File: config.mk
export PLATFORM = sky130hd
export DESIGN_NAME = clkdiv_asym
export DESIGN_NICKNAME = d
export VERILOG_FILES = /design/src/rtl/clkdiv_asym_pkg.sv /design/src/rtl/clkdiv_down_ctr.sv /design/src/rtl/clkdiv_phase_detect.sv /design/src/rtl/clkdiv_phase_seq.sv /design/src/rtl/clkdiv_asym.sv
export SDC_FILE = /design/constraint.sdc
export NUM_CORES = 1
export LEC_CHECK = 0
export BUFFER_PORTS_ARGS = -buffer_cell sky130_fd_sc_hd__buf_2
export CAP_MARGIN = 20
export CORE_UTILIZATION = 35
export DETAILED_ROUTE_END_ITERATION = 10
export PLACE_DENSITY = 0.56
export RECOVER_POWER = 50
export SYNTH_ARGS = -nofsm -noshare
export SYNTH_HDL_FRONTEND = slang
export SYNTH_SLANG_ARGS = --single-unit
File: constraint.sdc
create_clock -name clk -period 2.5 [get_ports clk]
set_clock_uncertainty 0.2 [all_clocks]
set_input_delay 0 -clock clk [delete_from_list [all_inputs] [get_ports clk]]
set_output_delay 0 -clock clk [all_outputs]
set_load 0.05 [all_outputs]
File: src/rtl/clkdiv_asym_pkg.sv
package clkdiv_asym_pkg;

  // Phase of the divided clock held by the sequencer
  typedef enum logic [1:0] {
    PH_IDLE = 2'd0,
    PH_HIGH = 2'd1,
    PH_LOW  = 2'd2
  } phase_e;

  // Number of system cycles a phase lasts for a given setting
  function automatic int unsigned phase_cycles(input int unsigned setting);
    return setting + 1;
  endfunction

  // Full divided period for a pair of settings
  function automatic int unsigned period_cycles(input int unsigned hi_set,
                                                input int unsigned lo_set);
    return phase_cycles(hi_set) + phase_cycles(lo_set);
  endfunction

endpackage

File: src/rtl/clkdiv_down_ctr.sv
module clkdiv_down_ctr #(
  parameter int HI_W = 5
) (
  input  logic            clk,
  input  logic            rst,
  input  logic            load,
  input  logic            dec,
  input  logic [HI_W-1:0] load_val,
  output logic [HI_W-1:0] cnt_q
);

  localparam logic [HI_W-1:0] ONE = HI_W'(1);

  // Load wins over decrement. Decrement wraps from zero to all ones,
  // which gives the low phase its starting value.
  always_ff @(posedge clk) begin
    if (rst)       cnt_q <= '0;
    else if (load) cnt_q <= load_val;
    else if (dec)  cnt_q <= cnt_q - ONE;
  end

endmodule

File: src/rtl/clkdiv_phase_detect.sv
module clkdiv_phase_detect #(
  parameter int HI_W = 5,
  parameter int LO_W = 3
) (
  input  logic [HI_W-1:0] cnt,
  input  logic [LO_W-1:0] lo_ref,
  output logic            hi_done,
  output logic            lo_done
);

  // The high phase ends in the cycle the counter reads zero
  assign hi_done = (cnt == '0);

  // The low phase ends when the low bits equal the inverted low setting
  assign lo_done = (cnt[LO_W-1:0] == ~lo_ref);

endmodule

File: src/rtl/clkdiv_phase_seq.sv
module clkdiv_phase_seq
  import clkdiv_asym_pkg::*;
#(
  parameter int LO_W = 3
) (
  input  logic            clk,
  input  logic            rst,
  input  logic            en,
  input  logic            hi_done,
  input  logic            lo_done,
  input  logic [LO_W-1:0] lo_cnt,
  output logic            ctr_load,
  output logic            ctr_dec,
  output logic [LO_W-1:0] lo_ref,
  output logic            level_q,
  output logic            run_q,
  output logic            rise_q,
  output logic            fall_q
);

  phase_e phase_q;
  logic   start_hi;
  logic   end_hi;

  // A high phase starts on the first enabled cycle, or when the low compare matches
  assign start_hi = en && ((phase_q == PH_IDLE) || ((phase_q == PH_LOW) && lo_done));
  assign end_hi   = en && (phase_q == PH_HIGH) && hi_done;
  assign ctr_load = start_hi;
  assign ctr_dec  = en && (phase_q != PH_IDLE) && !start_hi;
  assign run_q    = (phase_q != PH_IDLE);

  always_ff @(posedge clk) begin
    if (rst) begin
      phase_q <= PH_IDLE;
      level_q <= 1'b0;
      rise_q  <= 1'b0;
      fall_q  <= 1'b0;
      lo_ref  <= '0;
    end else if (!en) begin
      phase_q <= PH_IDLE;
      level_q <= 1'b0;
      rise_q  <= 1'b0;
      fall_q  <= 1'b0;
    end else begin
      rise_q <= start_hi;
      fall_q <= end_hi;
      if (start_hi) begin
        phase_q <= PH_HIGH;
        level_q <= 1'b1;
      end else if (end_hi) begin
        phase_q <= PH_LOW;
        level_q <= 1'b0;
        lo_ref  <= lo_cnt;
      end
    end
  end

endmodule

File: src/rtl/clkdiv_asym.sv
module clkdiv_asym #(
  parameter int HI_W = 5,
  parameter int LO_W = 3
) (
  input  logic            clk,
  input  logic            rst,
  input  logic            en,
  input  logic [HI_W-1:0] hi_cnt,
  input  logic [LO_W-1:0] lo_cnt,
  input  logic            legacy_sel,
  output logic            div_clk,
  output logic            rise_stb,
  output logic            fall_stb
);

  logic [HI_W-1:0] cnt_q;
  logic [LO_W-1:0] lo_ref;
  logic            hi_done;
  logic            lo_done;
  logic            ctr_load;
  logic            ctr_dec;
  logic            run_q;
  logic            unused_legacy;

  // Compatibility bit: accepted, never used
  assign unused_legacy = legacy_sel;

  clkdiv_down_ctr #(.HI_W(HI_W)) u_ctr (
    .clk      (clk),
    .rst      (rst),
    .load     (ctr_load),
    .dec      (ctr_dec),
    .load_val (hi_cnt),
    .cnt_q    (cnt_q)
  );

  clkdiv_phase_detect #(.HI_W(HI_W), .LO_W(LO_W)) u_det (
    .cnt     (cnt_q),
    .lo_ref  (lo_ref),
    .hi_done (hi_done),
    .lo_done (lo_done)
  );

  clkdiv_phase_seq #(.LO_W(LO_W)) u_seq (
    .clk      (clk),
    .rst      (rst),
    .en       (en),
    .hi_done  (hi_done),
    .lo_done  (lo_done),
    .lo_cnt   (lo_cnt),
    .ctr_load (ctr_load),
    .ctr_dec  (ctr_dec),
    .lo_ref   (lo_ref),
    .level_q  (div_clk),
    .run_q    (run_q),
    .rise_q   (rise_stb),
    .fall_q   (fall_stb)
  );

endmodule

== After elaboration in Yosys (flattened, before gate mapping) ==
Index checks and enable logic that the tools add are counted.
Cells by class
  $add $sub $neg: 1
  equality and inequality tests: 3
  mux-type cells: 6
  bitwise operators: 3
  reductions and logical operators: 16
Operators with widths (count)
  $mux 5: 2
  $logic_and 1x1->1: 6
  $reduce_bool 2->1: 3
  $logic_not 5->1: 1
  $sub 5x1->5 const B: 1
  $mux 1: 4
  $eq 3x3->1: 1
  $not 3->3: 1
  $reduce_and 3->1: 1
  $reduce_or 3->1: 1
  $eq 2x1->1 const B: 1
  $eq 2x2->1 const B: 1
  $logic_not 2->1: 1
  $not 1->1: 2
  $reduce_or 2->1: 1
  $logic_not 1->1: 1
  $logic_or 1x1->1: 1
Storage, ports and cells
  register bits: 13
  bits of input ports: 12
  output and inout bits: 3
  logic and storage cells: 36

== Logic depth before layout (Yosys ltp) ==
Gate-level depths: netlist of run 1.
  depth in word-level cells: 9
  depth in mapped cells: 6
  mapped depth without buffers: 6

== Cells and area by module ==
A second synthesis of run 1 with hierarchy kept.
Unflattened totals
  cells, all modules: 68
  area total of the unflattened synthesis: 626.9 µm²
By module, submodules not included
  clkdiv_phase_seq: times used 1, cells an instance 31, area an instance 312.8 µm², sequential area each 140.1 µm²
  clkdiv_down_ctr: times used 1, cells an instance 31, area an instance 271.5 µm², sequential area each 100.1 µm²
  clkdiv_phase_detect: times used 1, cells an instance 6, area an instance 42.5 µm², sequential area each 0.0 µm²

== Worst setup path before layout of run 1 ==
OpenSTA, ideal clock, no wires.
  kind: reg2reg
  from: register u_ctr.cnt_q[0]
  to: register u_seq.lo_ref[0]
  library setup time: 126 ps
  data arrival time: 1585 ps
  required time: 2174 ps
  setup slack: 588 ps
  stages on the path, launching flop included: 7
  buffers on the path: 0
  clock period less this slack: 1912 ps
  cell sequence: dfxtp_1 inv_1 ha_1 or3b_4 nor4_4 mux2i_1 nor2_1
Between the ends
  longest elaborated chain between the ends: 6
  elaborated cells on any way between the ends: 8
  classes of those cells: eq/ne: 1; bitwise: 1; reduce/logical: 6
RTL lines
  from (decl): line clkdiv_down_ctr.sv:9  | output logic [HI_W-1:0] cnt_q
  from (signal assigned): line clkdiv_down_ctr.sv:18  | else if (load) cnt_q <= load_val;
  from (signal assigned): line clkdiv_down_ctr.sv:19  | else if (dec) cnt_q <= cnt_q - ONE;
  $eq 3x3->1: line clkdiv_phase_detect.sv:15  | assign lo_done = (cnt[LO_W-1:0] == ~lo_ref);
  $logic_and 1x1->1: line clkdiv_phase_seq.sv:26  | assign start_hi = en && ((phase_q == PH_IDLE) || ((phase_q == PH_LOW) && lo_done));
  $logic_or 1x1->1: line clkdiv_phase_seq.sv:26
  $logic_and 1x1->1: line clkdiv_phase_seq.sv:26
  $not 1->1 (no source line)
  $reduce_and 3->1 (no source line) *
  to (signal assigned): line clkdiv_phase_seq.sv:53  | lo_ref <= lo_cnt;
  to (decl): line clkdiv_phase_seq.sv:14  | output logic [LO_W-1:0] lo_ref,
Every way passes the cells marked *; elsewhere a longest branch is shown, timed or not.
A chain may end at the register's enable or synchronous reset.

== Worst setup path in the final report of run 1 ==
  from: register u_ctr.cnt_q[0]
  to: register u_ctr.cnt_q[4]
Between the ends
  longest elaborated chain between the ends: 7
  elaborated cells on any way between the ends: 10
  classes of those cells: add/sub: 1; eq/ne: 1; mux: 2; reduce/logical: 6
RTL lines
  parallel branches: the longest is 7 deep, another holds $sub 5x1->5
Several ways; the timed one is not identified. The select of a mux whose other input is x is not followed.

==> metrics.cfg, run 1 <==
[outcome]
status = complete, no violations

[layout]
fill_cells = 155
design_area_sq_um = 840
n_antenna_cell = 0
final_nets = 110
drive_gt1_frac = 0.167
syn2layout_area_growth_pct = 41.6

[synthesis]
ys_types = 26
synth-edff-count = 0
synth-seq-area-share = 0.405
synthFlopType = dfxtp_1
synthArstFlopShare = 0
yosys.area.top_type = dfxtp_1
synth_fp_nets = 80
synthSimpleGateAreaFrac = 0.262
synthTopCellsByCount = 12 x dfxtp_1, 8 x nor2_1
yosys_warnings = 0
synthCells = 67
synth_compound_area_frac = 0.186
synth_fa_ha_area_frac = 0.0211
synth_mux_area_frac = 0.0506
syn_area_per_cell_sq_um = 8.85
netlist_area_sq_um = 593
synth_top_area_frac = 0.405
synthXorXnorAreaFrac = 0.0443
synth_seq_cells = 12
synth.top_cells.by_area = dfxtp_1 41%, mux2i_1 5.1%, nor2_1 5.1%, xor2_1 4.4%, nor2b_1 4.2%
yosysMostFrequentCell = dfxtp_1
synth_top_family_by_area = simple AND/OR/NAND/NOR gates

[power_and_ir_drop]
swShare = 0.270
p_seq_frac = 0.459
intPower_w = 0.000336
p_comb_frac = 0.199
p_sw_w = 0.000124
clockPowerShare = 0.342
irDropWorstVdd_v = 0.000355
p_leak_nw = 0.348
power_density_nw_per_um2 = 549

[detailed_routing]
via_per_inst = 5.21
dr.first_iter.drc_count = 5
routedWlPerCell_um = 11.9
dr_wl_met2_um = 598
m1WireLength_um = 669
ant_nets = 0
drc = 0
met3WireLength_um = 56
num_vias = 583
drtPass1Iterations = 3
wl_um = 1340
top_layer = met4

[die]
die_h_um = 43.2
die_x_um = 43.2
io-pin-count = 15
rows = 14
dieArea_sq_um = 1860
start_util = 0.385
core-area_sq_um = 1540

[clocking]
clockBufferDepth = 2
clock-sinks = 12
cts_root_buffer = clkbuf_4
cts.htree.levels = 1
cts_tree = yes
clk_latency_ps = 280
path_clk_slew_ps = 80
post_cts_buffers = 0
cts-buffers-inserted = 3

[grt]
grt_max_degree = 17
grt_pass1_vias = 534
grt-ovfl-total = 0
grt_pass1_wl_um = 2350
gr-usage-all-layers = 0.168
antenna_found_initial = 0

[timing]
hold_viol = 0
maxSlewHeadroom = 0.536
rsz0062_at_grt = false
setup_viol = 0
tns_ps = 0
min_period_ps = 2280
fin_crit_sh = 0.911
tightest_slew_ps = 691
final_max_slew_viol_count = 0
clock.fmax_ghz = 0.439

[placed_design]
placed_area_sq_um = 671
port_buffers = 13
hpwl_um = 844
place_congestion = 0.683

[critical_path]
crit_required_ps = 2470
reg2reg_depth = 7
crit_path_max_fanout = 5
worstPathArrival_ps = 2250
cp-start-kind = register
end_kind = register
path_class = reg2reg
rr_startpoint = u_ctr.cnt_q[0]$_SDFFE_PP0P_
r2r-end = u_ctr.cnt_q[4]$_SDFFE_PP0P_
ff2ff_setup_slack_ps = 220

[hold_path]
whs_endpoint = u_seq.lo_ref[1]$_SDFFE_PP0P_
holdPathStages = 4
hold_path.class = in2reg
holdCritStartpoint = lo_cnt[1]

[flow_run]
drv_cap = 0

[final cells by class]
cell class                      count  area [sq um]  share of cell area
Tap cell                           16          20.0              0.0238
Multi-Input combinational cell     50           330               0.393
Clock buffer                        4          36.3              0.0432
Timing Repair Buffer               27           201               0.240
Inverter                            3          11.3              0.0134
Sequential cell                    12           240               0.286
[worst max-delay path by stage]
stage                                            from                           end  slack, ps  cells after the start
after global placement    u_ctr.cnt_q[0]$_SDFFE_PP0P_  u_seq.lo_ref[1]$_SDFFE_PP0P_        450                      6
after global routing      u_ctr.cnt_q[0]$_SDFFE_PP0P_  u_seq.lo_ref[0]$_SDFFE_PP0P_         60                      6
after detailed placement  u_ctr.cnt_q[0]$_SDFFE_PP0P_  u_seq.lo_ref[0]$_SDFFE_PP0P_        420                      6
final                     u_ctr.cnt_q[0]$_SDFFE_PP0P_   u_ctr.cnt_q[4]$_SDFFE_PP0P_        220                      7
after CTS                 u_ctr.cnt_q[2]$_SDFFE_PP0P_   u_ctr.cnt_q[0]$_SDFFE_PP0P_        150                      5
after floorplan           u_ctr.cnt_q[0]$_SDFFE_PP0P_  u_seq.lo_ref[0]$_SDFFE_PP0P_        590                      6
[metal layers]
| layer | vias to the layer above | global-route usage |
|---|---|---|
| met5 | - | 0 |
| met4 | 0 | 0.0727 |
| met3 | 2 | 0.0511 |
| met2 | 15 | 0.269 |
| met1 | 269 | 0.206 |
| li1 | 297 | - |
[worst max-delay path, stage by stage (launching register included)]
cell	delay (ps)
dfxtp_1	360
inv_1	90
ha_1	190
or3b_1	400
and2_1	170
o21ai_0	140
a21oi_1	80
dlygate4sd3_1	540
[per-stage QoR]
| stage | worst slack (ps) | cells | hold WS (ps) | power, W | utilization |
|---|---|---|---|---|---|
| 2_1_floorplan | 588 | 67 | -52.8 | 0.000269 | - |
| 3_3_place_gp | 450 | 94 | 36.5 | 0.000288 | 0.435 |
| 3_5_place_dp | 421 | 94 | 43.9 | 0.000290 | 0.435 |
| 4_1_cts | 146 | 112 | 283 | 0.000469 | 0.550 |
| 5_1_grt | 64.7 | 112 | 294 | 0.000487 | 0.545 |
| 6_report | 223 | 112 | 289 | 0.000461 | 0.545 |
[flip-flops by register name, indices dropped and copies added (netlist names)]
| signal | cells |
|---|---|
| u_ctr.cnt_q | 5 |
| u_seq.lo_ref | 3 |
| u_seq.phase_q | 2 |
| u_seq.fall_q | 1 |
| u_seq.rise_q | 1 |
[power by group through the flow]
stage | clock network (W) | registers (W) | logic, W
6_report | 0.000158 | 0.000211 | 0.0000915
5_1_grt | 0.000172 | 0.000213 | 0.000102
4_1_cts | 0.000164 | 0.000212 | 0.0000933
3_5_place_dp | 0 | 0.000216 | 0.0000731
3_3_place_gp | 0 | 0.000216 | 0.0000720
2_1_floorplan | 0 | 0.000222 | 0.0000471
[placed cells by master (no fill, tap or decap), types with 2 or more instances in the layout]
master / n
clkbuf_4: 3
a211oi_1: 2
buf_2: 10
nor2b_1: 4
dlygate4sd3_1: 14
mux2i_1: 3
a31oi_1: 3
nand2_1: 4
o21ai_0: 4
xor2_1: 3
dfxtp_1: 12
nand2b_1: 3
a21oi_1: 4
clkbuf_1: 3
nor2_1: 8
inv_1: 3
[repair_timing]
item | in CTS | in global routing
endpoints found under the hold margin | 12 | 0
resized for setup | 0 | 1
hold buffers | 14 | 0
endpoints found under the setup margin | 0 | 1
[cell families (layout without fill, tap and decap cells)]
family	count (synthesis)	count (layout)
adder cells (fa/ha/maj)	1	1
XOR/XNOR	3	3
multiplexers	3	3
AND/OR/NAND/NOR	26	26
AO/OA/AOI/OAI	17	17
buffers and inverters	5	34
flip-flops	12	12
Note: power is estimated with default switching activity, not from simulation.
==> inputs of run 2 (changes only) <==
Settings changed: RECOVER_POWER 50 to not set.
==> metrics.cfg, run 2 (synthesized netlist as in run 1, its figures left out) <==
[outcome]
status = complete, no violations

[critical_path]
worstPathArrival_ps = 2250  ; about the same
reg2reg_depth = 7  ; unchanged
r2r-end = u_ctr.cnt_q[4]$_SDFFE_PP0P_
cp-start-kind = register
ff2ff_setup_slack_ps = 230  ; about the same
crit_end = u_ctr.cnt_q[4]$_SDFFE_PP0P_
crit_path_max_fanout = 5  ; unchanged
end_kind = register
crit_required_ps = 2470  ; about the same
startpoint = u_ctr.cnt_q[0]$_SDFFE_PP0P_
rr_startpoint = u_ctr.cnt_q[0]$_SDFFE_PP0P_
path_class = reg2reg

[detailed_routing]
num_vias = 580  ; -0.51%
drc = 0  ; unchanged
via_per_inst = 5.18  ; -0.51%
ant_nets = 0  ; unchanged
routedWlPerCell_um = 11.9  ; about the same
wl_um = 1340  ; about the same
dr.first_iter.drc_count = 5  ; unchanged
drtPass1Iterations = 4  ; +1

[layout]
finish.utilization = 0.554  ; +0.00974
n_antenna_cell = 0  ; unchanged
final_nets = 110  ; unchanged
final_cell_mix = 14 x dlygate4sd3_1, 13 x buf_2, 12 x dfxtp_1
largestRegisters = u_ctr.cnt_q: 5 flops, u_seq.lo_ref: 3 flops, u_seq.phase_q: 2 flops
largest-register = u_ctr.cnt_q
design_area_sq_um = 855  ; +1.8%
syn2layout_area_growth_pct = 44.1
drive_gt1_frac = 0.208  ; +0.0417
final_common_cell = dlygate4sd3_1
largest_reg_flops = 5  ; unchanged

[clocking]
clockBufferDepth = 2  ; unchanged
clk_latency_ps = 280  ; about the same
cts_root_buffer = clkbuf_4
cts.htree.levels = 1  ; unchanged
clock-sinks = 12  ; unchanged
post_cts_buffers = 0  ; unchanged
cts_tree = yes
path_clk_slew_ps = 80  ; about the same
cts-buffers-inserted = 3  ; unchanged

[die]
die_h_um = 43.2  ; unchanged
start_util = 0.385  ; unchanged
core-area_sq_um = 1540  ; unchanged
dieArea_sq_um = 1860  ; unchanged
die_x_um = 43.2  ; unchanged
rows = 14  ; unchanged
io-pin-count = 15  ; unchanged

[placed_design]
placed_area_sq_um = 671  ; unchanged
place_congestion = 0.683  ; unchanged
pre_cts_slack_ps = 421  ; unchanged
hpwl_um = 844  ; unchanged
port_buffers = 13  ; unchanged

[grt]
grt_most_used_layer = met2
grt-ovfl-total = 0  ; unchanged
use_met2 = 0.269  ; unchanged
grtUsageMet3 = 0.0511  ; unchanged
use_met1 = 0.206  ; unchanged
antenna_found_initial = 0  ; unchanged
grt_max_degree = 17  ; unchanged
grt_pass1_wl_um = 2350  ; unchanged
gr-usage-all-layers = 0.168  ; unchanged
grt_pass1_vias = 534  ; unchanged

[power_and_ir_drop]
irDropWorstVdd_v = 0.000342  ; -3.8%
p_leak_nw = 0.360  ; +3.4%
power_density_nw_per_um2 = 546  ; -0.51%

[timing]
min_period_ps = 2270  ; -2.44 ps
maxSlewHeadroom = 0.696  ; +0.161
setup_viol = 0  ; unchanged
final_max_slew_viol_count = 0  ; unchanged
tightest_slew_ps = 452  ; -239 ps
hold_viol = 0  ; unchanged
worst_slack_ps = 225  ; +2.44 ps
fin_crit_sh = 0.910  ; -0.000977
clock.fmax_ghz = 0.440  ; +0.11%
tns_ps = 0  ; unchanged
rsz0062_at_grt = false

[flow_run]
drv_cap = 0  ; unchanged

[hold_path]
hold_path.class = in2reg

## run 2: changes by cell type in the layout (fill, tap and decap cells not counted)
cell,previous run,this run
buf_2,10,13
clkbuf_1,3,0
nor4_2,1,0
nor4_4,0,1
or3b_1,1,0
or3b_4,0,1
## run 2: worst min path at each step
stage,depth (start not counted),endpoint,start
finish,4,u_seq.lo_ref[1]$_SDFFE_PP0P_,lo_cnt[1]
global route,4,u_seq.lo_ref[2]$_SDFFE_PP0P_,lo_cnt[2]
CTS,4,u_seq.lo_ref[1]$_SDFFE_PP0P_,lo_cnt[1]
detailed placement,3,u_seq.lo_ref[1]$_SDFFE_PP0P_,lo_cnt[1]
global placement,3,u_seq.lo_ref[2]$_SDFFE_PP0P_,lo_cnt[2]
floorplan,2,u_seq.lo_ref[0]$_SDFFE_PP0P_,lo_cnt[0]
## run 2: worst max-delay path, stage by stage (launching register included)
cell	delay (ps)
dfxtp_1	360
inv_1	90
ha_1	190
or3b_4	410
and2_1	160
o21ai_0	140
a21oi_1	80
dlygate4sd3_1	540
## run 2: layout make-up
type | count | area [sq um]
Clock buffer | 4 | 36.3
Fill cell | 150 | 687
Inverter | 3 | 11.3
Multi-Input combinational cell | 50 | 342
Sequential cell | 12 | 240
Tap cell | 16 | 20.0
Timing Repair Buffer | 27 | 205
## run 2: metal layers
layer / vias to the layer above / part of all wire / wire (um)
li1: 296 / - / -
met1: 265 / 0.49 / 658
met2: 17 / 0.45 / 598
met3: 2 / 0.050 / 67
met4: 0 / 0.0097 / 13
met5: - / 0 / 0
## run 2: stage by stage
| stage | cells | hold WS (ps) | total power [W] |
|---|---|---|---|
| floorplan | 67 | -52.8 | 0.000269 |
| global placement | 94 | 36.5 | 0.000288 |
| detailed placement | 94 | 43.9 | 0.000290 |
| CTS | 112 | 283 | 0.000469 |
| global route | 112 | 294 | 0.000493 |
| finish | 112 | 289 | 0.000466 |
## run 2: power by group
part	leakage, nW	total [W]	switching (W)	internal, W
combinational	0.240	0.0000962	0.0000462	0.0000499
sequential	0.0983	0.000212	0.0000110	0.000201
clock	0.0210	0.000158	0.0000697	0.0000886
## run 2: repair_timing
item / 4_1_cts / 5_1_grt
endpoints found under the setup margin: 0 / 1
hold endpoints to repair: 12 / 0
hold buffers: 14 / 0
gates resized for setup: 0 / 1
